**config.mk**
```make
export PLATFORM = sky130hd
export DESIGN_NAME = uart_rx_stat
export DESIGN_NICKNAME = d
export VERILOG_FILES = /design/src/rtl/uart_rx_pkg.sv /design/src/rtl/rx_sampler.sv /design/src/rtl/rx_fifo.sv /design/src/rtl/uart_rx_stat.sv
export SDC_FILE = /design/constraint.sdc
export NUM_CORES = 1
export LEC_CHECK = 0
export ABC_AREA = 1
export BUFFER_PORTS_ARGS = -buffer_cell sky130_fd_sc_hd__buf_2
export CAP_MARGIN = 20
export CORE_MARGIN = 2
export CORE_UTILIZATION = 30
export CTS_CLUSTER_DIAMETER = 150
export CTS_CLUSTER_SIZE = 25
export DETAILED_ROUTE_END_ITERATION = 16
export GPL_ROUTABILITY_DRIVEN = 0
export PLACE_DENSITY = 0.45
export SLEW_MARGIN = 20
export SYNTH_ARGS = -nofsm -noshare
export SYNTH_HDL_FRONTEND = slang
export SYNTH_SLANG_ARGS = --single-unit
```
**constraint.sdc**
```tcl
create_clock -name clk -period 6.1 [get_ports clk]
set_clock_uncertainty 0.1 [all_clocks]
set_input_delay 0.915 -clock clk [delete_from_list [all_inputs] [get_ports clk]]
set_output_delay 0.915 -clock clk [all_outputs]
set_load 0.05 [all_outputs]
```
**src/rtl/uart_rx_pkg.sv**
```systemverilog
package uart_rx_pkg;
  localparam int CHAR_W = 8;

  typedef struct packed {
    logic              fe;
    logic              pe;
    logic [CHAR_W-1:0] data;
  } rx_entry_t;

  typedef enum logic [2:0] {
    RS_IDLE,
    RS_START,
    RS_DATA,
    RS_PAR,
    RS_STOP1,
    RS_STOP2
  } rx_state_t;
endpackage

```
**src/rtl/rx_sampler.sv**
```systemverilog
module rx_sampler
  import uart_rx_pkg::*;
#(
  parameter int OS_RATE     = 16,
  parameter int SYNC_STAGES = 2
) (
  input  logic       clk,
  input  logic       rst_n,
  input  logic       os_tick,
  input  logic       line_in,
  input  logic [1:0] cfg_wlen,
  input  logic       cfg_par_en,
  input  logic       cfg_par_even,
  input  logic       cfg_stop2,
  output logic       char_vld,
  output rx_entry_t  char_out,
  output logic [3:0] char_nbits
);
  localparam int CW = $clog2(OS_RATE);
  localparam logic [CW-1:0] MID_C  = CW'(OS_RATE / 2 - 1);
  localparam logic [CW-1:0] LAST_C = CW'(OS_RATE - 1);

  logic [SYNC_STAGES-1:0] sync_q;
  logic                   line_s;
  logic                   line_prev;
  rx_state_t              state;
  logic [CW-1:0]          cnt;
  logic [2:0]             bitn;
  logic [CHAR_W-1:0]      shreg;
  logic [3:0]             nbits_q;
  logic                   par_en_q, par_even_q, stop2_q, par_bit_q, fe_q;
  logic [CHAR_W-1:0]      aligned;
  logic                   pe_calc;
  logic                   at_last;

  // input synchronizer
  always_ff @(posedge clk or negedge rst_n) begin
    if (!rst_n) sync_q <= '1;
    else        sync_q <= {sync_q[SYNC_STAGES-2:0], line_in};
  end
  assign line_s = sync_q[SYNC_STAGES-1];

  assign aligned = shreg >> (4'd8 - nbits_q);
  assign pe_calc = par_en_q & ((^aligned) ^ par_bit_q ^ ~par_even_q);
  assign at_last = (cnt == LAST_C);
  assign char_nbits = nbits_q;

  always_ff @(posedge clk or negedge rst_n) begin
    if (!rst_n) begin
      state      <= RS_IDLE;
      cnt        <= '0;
      bitn       <= '0;
      shreg      <= '0;
      nbits_q    <= 4'd8;
      par_en_q   <= 1'b0;
      par_even_q <= 1'b0;
      stop2_q    <= 1'b0;
      par_bit_q  <= 1'b0;
      fe_q       <= 1'b0;
      line_prev  <= 1'b1;
      char_vld   <= 1'b0;
      char_out   <= '0;
    end else begin
      char_vld <= 1'b0;
      if (os_tick) begin
        line_prev <= line_s;
        unique case (state)
          RS_IDLE: begin
            if (line_prev && !line_s) begin
              state      <= RS_START;
              cnt        <= '0;
              nbits_q    <= 4'd5 + {2'b00, cfg_wlen};
              par_en_q   <= cfg_par_en;
              par_even_q <= cfg_par_even;
              stop2_q    <= cfg_stop2;
            end
          end
          RS_START: begin
            if (cnt == MID_C) begin
              cnt  <= '0;
              bitn <= '0;
              state <= line_s ? RS_IDLE : RS_DATA;
            end else begin
              cnt <= cnt + 1'b1;
            end
          end
          RS_DATA: begin
            if (at_last) begin
              cnt   <= '0;
              shreg <= {line_s, shreg[CHAR_W-1:1]};
              if ({1'b0, bitn} == nbits_q - 4'd1)
                state <= par_en_q ? RS_PAR : RS_STOP1;
              else
                bitn <= bitn + 1'b1;
            end else begin
              cnt <= cnt + 1'b1;
            end
          end
          RS_PAR: begin
            if (at_last) begin
              cnt       <= '0;
              par_bit_q <= line_s;
              state     <= RS_STOP1;
            end else begin
              cnt <= cnt + 1'b1;
            end
          end
          RS_STOP1: begin
            if (at_last) begin
              cnt <= '0;
              if (stop2_q) begin
                fe_q  <= ~line_s;
                state <= RS_STOP2;
              end else begin
                char_vld      <= 1'b1;
                char_out.data <= aligned;
                char_out.pe   <= pe_calc;
                char_out.fe   <= ~line_s;
                state         <= RS_IDLE;
              end
            end else begin
              cnt <= cnt + 1'b1;
            end
          end
          RS_STOP2: begin
            if (at_last) begin
              cnt           <= '0;
              char_vld      <= 1'b1;
              char_out.data <= aligned;
              char_out.pe   <= pe_calc;
              char_out.fe   <= fe_q | ~line_s;
              state         <= RS_IDLE;
            end else begin
              cnt <= cnt + 1'b1;
            end
          end
          default: state <= RS_IDLE;
        endcase
      end
    end
  end
endmodule

```
**src/rtl/rx_fifo.sv**
```systemverilog
module rx_fifo
  import uart_rx_pkg::*;
#(
  parameter int DEPTH = 16
) (
  input  logic                       clk,
  input  logic                       rst_n,
  input  logic                       fifo_en,
  input  logic                       push_vld,
  input  rx_entry_t                  push_entry,
  input  logic                       rd_ready,
  input  logic                       clr,
  output logic                       head_vld,
  output rx_entry_t                  head_entry,
  output logic                       ovr,
  output logic [$clog2(DEPTH+1)-1:0] count,
  output logic                       eff_full
);
  localparam int AW = (DEPTH > 1) ? $clog2(DEPTH) : 1;
  localparam int NW = $clog2(DEPTH + 1);

  rx_entry_t     mem [DEPTH];
  logic [AW-1:0] wr_ptr, rd_ptr;
  logic          pop, do_push, do_overwrite, do_drop;

  assign head_vld     = (count != '0);
  assign head_entry   = mem[rd_ptr];
  assign eff_full     = fifo_en ? (count == NW'(DEPTH)) : (count != '0);
  assign pop          = head_vld & rd_ready;
  assign do_push      = push_vld & (~eff_full | pop);
  assign do_overwrite = push_vld & eff_full & ~pop & ~fifo_en;
  assign do_drop      = push_vld & eff_full & ~pop & fifo_en;

  function automatic logic [AW-1:0] ptr_inc(input logic [AW-1:0] p);
    return (p == AW'(DEPTH - 1)) ? '0 : p + 1'b1;
  endfunction

  always_ff @(posedge clk) begin
    if (clr) begin
      mem[rd_ptr].fe <= 1'b0;
      mem[rd_ptr].pe <= 1'b0;
    end
    if (do_push)      mem[wr_ptr] <= push_entry;
    if (do_overwrite) mem[rd_ptr] <= push_entry;
  end

  always_ff @(posedge clk or negedge rst_n) begin
    if (!rst_n) begin
      wr_ptr <= '0;
      rd_ptr <= '0;
      count  <= '0;
      ovr    <= 1'b0;
    end else begin
      if (do_push) wr_ptr <= ptr_inc(wr_ptr);
      if (pop)     rd_ptr <= ptr_inc(rd_ptr);
      case ({do_push, pop})
        2'b10:   count <= count + 1'b1;
        2'b01:   count <= count - 1'b1;
        default: count <= count;
      endcase
      if (do_overwrite | do_drop) ovr <= 1'b1;
      else if (clr)               ovr <= 1'b0;
    end
  end
endmodule

```
**src/rtl/uart_rx_stat.sv**
```systemverilog
module uart_rx_stat
  import uart_rx_pkg::*;
#(
  parameter int OS_RATE     = 16,
  parameter int DEPTH       = 16,
  parameter int SYNC_STAGES = 2
) (
  input  logic       clk,
  input  logic       rst_n,
  input  logic       rx_line,
  input  logic       os_tick,
  input  logic [1:0] cfg_wlen,
  input  logic       cfg_par_en,
  input  logic       cfg_par_even,
  input  logic       cfg_stop2,
  input  logic       cfg_fifo_en,
  input  logic       sts_clr,
  output logic       rd_valid,
  input  logic       rd_ready,
  output logic [7:0] rd_data,
  output logic       rd_fe,
  output logic       rd_pe,
  output logic       rd_ovr
);
  localparam int NW = $clog2(DEPTH + 1);

  logic               char_vld;
  rx_entry_t          char_entry;
  logic [3:0]         char_nbits;
  rx_entry_t          head_entry;
  logic               head_vld;
  logic [NW-1:0]      fifo_count;
  logic               fifo_full;

  rx_sampler #(.OS_RATE(OS_RATE), .SYNC_STAGES(SYNC_STAGES)) u_smp (
    .clk(clk), .rst_n(rst_n), .os_tick(os_tick), .line_in(rx_line),
    .cfg_wlen(cfg_wlen), .cfg_par_en(cfg_par_en),
    .cfg_par_even(cfg_par_even), .cfg_stop2(cfg_stop2),
    .char_vld(char_vld), .char_out(char_entry), .char_nbits(char_nbits)
  );

  rx_fifo #(.DEPTH(DEPTH)) u_q (
    .clk(clk), .rst_n(rst_n), .fifo_en(cfg_fifo_en),
    .push_vld(char_vld), .push_entry(char_entry),
    .rd_ready(rd_ready), .clr(sts_clr),
    .head_vld(head_vld), .head_entry(head_entry), .ovr(rd_ovr),
    .count(fifo_count), .eff_full(fifo_full)
  );

  assign rd_valid = head_vld;
  assign rd_data  = head_vld ? head_entry.data : '0;
  assign rd_fe    = head_vld & head_entry.fe;
  assign rd_pe    = head_vld & head_entry.pe;
endmodule

```
==> impl_metrics.toml <==
[layout]
area_growth_pct = 9.04
diodes = 0
fin_nets = 1047
fillCellCount = 3434
drive_above_1_share_pct = 9.28

[worst_hold_path]
min_from = "u_smp.sync_q[0]"
hold_class = "register to register"
worstHoldEndpoint = "u_smp.sync_q[1]"
holdPathStages = 0

[logic_synthesis]
ys_seq_area_share_pct = 61.6
ys_ff_latch = 215
ys_types = 40
netlist_area_mm2 = 0.0100
syn-num-nets = 1042
yosys_warnings = 0
syn_inst = 1013
avgSynthCellArea_um2 = 9.91

[clocking]
clockRootBuffer = "clkbuf_16"
cts_buffer_depth = 3
cts-buffers-inserted = 12
cts.sinks = 215
clk_pin_slew_ps = 100
cts_tree = "done"
cts_max_level = 1
cts_resized = 0
cts_setup_buffers = 0
clk_latency_ps = 490
hold_buffers = 0

[pwr]
power_density_mw_per_mm2 = 416
p_leak_uw = 0.00386
ir_drop_uv = 331

[floorplanning]
ioPinCount = 24
core_mm2 = 0.0327
dieArea_mm2 = 0.0349
initial_core_util_pct = 30.7
die_w_um = 187
rows = 66
die_h_um = 187

[global_route]
grt_start_max_net_pins = 84
grt_pass1_vias = 6800
antenna_found_initial = 0
gr-total-overflow = 0
grt_usage_pct = 13.8
grt_pass1_wl_um = 38600

[drt]
ant_nets = 0
drt_wl_total_um = 24300
drtIter0Drc = 485
dr_total_vias = 7067
dr.pass1.iters = 7
routedWlPerCell_um = 16.6
drc = 0
viasPerCell = 4.82

[timing]
slew_headroom_pct = 29.3
slew_viol_final = 0
setup_viol = 0
max_freq_ghz = 0.246
rsz0062_at_grt = "no"
finalHoldViolCount = 0
worst-slew-pin-transition_ps = 1050
fin_ws_ps = 2030
post-route-period-util_pct = 66.8
fin_crit_ps = 4070
tns_ps = 0

[worst_setup_path]
critical_path_class = "register to output pin"
cp-start-kind = "register"
path_max_fanout = 45
reg2reg_depth = 16
worstReg2RegEnd = "u_q.count[4]"
crit_path_end_kind = "output pin"
r2r_start = "u_q.count[1]"
regToRegSetupSlack_ps = 2660
arrival_ps = 3060
cp_data_required_time_ps = 5080

[run]
max-cap-violations = 0

[place]
post-place-ws_ps = 2490
portBuffers = 23
dp_hpwl_um = 16100

[status]
status = "finished clean"
-- power breakdown --
part           switching [µW]  total (µW)  internal, µW  leakage [µW]
clock network             484         887           403      0.000173
registers                84.6        1740          1660       0.00186
logic                    1410        1930           521       0.00183
-- worst max path at each step --
stage	from	end	slack, ps
3_3_place_gp	u_q.rd_ptr[0]	rd_fe	2540
5_1_grt	u_q.rd_ptr[0]	rd_data[1]	1770
4_1_cts	u_q.rd_ptr[0]	rd_data[7]	1980
2_1_floorplan	u_q.rd_ptr[0]	rd_data[3]	2960
6_report	u_q.rd_ptr[0]	rd_data[7]	2030
3_5_place_dp	u_q.rd_ptr[0]	rd_data[7]	2490
-- cell type report --
class	instances	area [µm²]	share of cell area, %
tap	442	553	5.05
timing repair buffer	34	201	1.84
clock buffer	19	348	3.18
clock inverter	1	11.3	0.103
inverter	79	299	2.73
multi-input combinational	676	3340	30.5
sequential	215	6190	56.5
-- cell usage after synthesis, drive strengths merged --
master  count  area, µm²
o211ai      2       15.0
mux2        1       15.0
xnor2       5       43.8
o21ai     148        741
nand4       5       37.5
nand2     213        825
edfxtp    160       4800
xor2        5       43.8
nor3        3       15.0
inv        78        295
buf        16        118
o21bai      1       7.51
a211oi      1       7.51
a31oi       2       12.5
nor3b       1       7.51
nand3      51        280
dfrtp      51       1280
clkbuf     27        103
or2         2       12.5
nor2      142        551
clkinv      1       3.75
nor4        1       21.3
a41oi      10       87.6
a21oi      22        114
dfstp       4        105
ha         17        213
o22ai      40        250
o31ai       4       30.0
-- metrics by stage --
step	total power, µW	hold slack [ps]	utilization, %	instance area (µm²)	cells
after floorplan	3220	245	-	10000	1013
after global placement	3710	245	32.3	10600	1445
after detailed placement	3730	247	32.3	10600	1446
after CTS	4620	264	33.4	10900	1466
after global routing	4880	266	33.5	10900	1466
final	4550	261	33.5	10900	1466
-- layout by cell type, fill, tap and decap left out, types with 13 or more instances in the layout --
| cell | netlist | routed |
|---|---|---|
| o21ai_0 | 141 | 137 |
| clkbuf_16 | 0 | 13 |
| ha_1 | 17 | 17 |
| inv_1 | 64 | 63 |
| buf_2 | 10 | 23 |
| nand3_1 | 46 | 46 |
| dfrtp_1 | 51 | 50 |
| a21oi_1 | 21 | 21 |
| o22ai_1 | 40 | 40 |
| nor2_1 | 135 | 133 |
| edfxtp_1 | 160 | 160 |
| nand2_1 | 207 | 207 |
| inv_2 | 13 | 14 |
-- registers in the layout, summed over array words and instances, names as in the netlist, 2 cells and up --
signal            flops
u_q.mem             160
u_smp.char_out       10
u_smp.shreg           8
u_q.count             5
u_q.rd_ptr            4
u_q.wr_ptr            4
u_smp.char_nbits      4
u_smp.cnt             4
u_smp.bitn            3
u_smp.state           3
u_smp.sync_q          2
-- worst max-delay path, stage by stage (launching register included) --
cell and delay [ps]:
dfrtp_2 420, inv_2 530, buf_4 490, o21ai_0 140, o22ai_1 150, nand2_1 90
a41oi_1 350, buf_2 330
-- cell families (layout without fill, tap and decap cells) --
| family | Yosys count | in the layout | synth area share, % |
|---|---|---|---|
| buffers and inverters | 122 | 133 | 5.17 |
| flip-flops | 215 | 215 | 61.6 |
| XOR/XNOR | 10 | 10 | 0.873 |
| AO/OA/AOI/OAI | 230 | 230 | 12.6 |
| adder cells (fa/ha/maj) | 17 | 17 | 2.12 |
| AND/OR/NAND/NOR | 418 | 418 | 17.4 |
| multiplexers | 1 | 1 | 0.150 |
-- layer usage --
metal	part of all wire, %	GRT usage, %	vias to the layer above
li1	-	-	3498
met5	0	0	-
met3	2.9	1.65	22
met1	49	19.8	3454
met4	1.5	2.72	0
met2	46	22.7	93
Power figures use the tool's default switching activity.
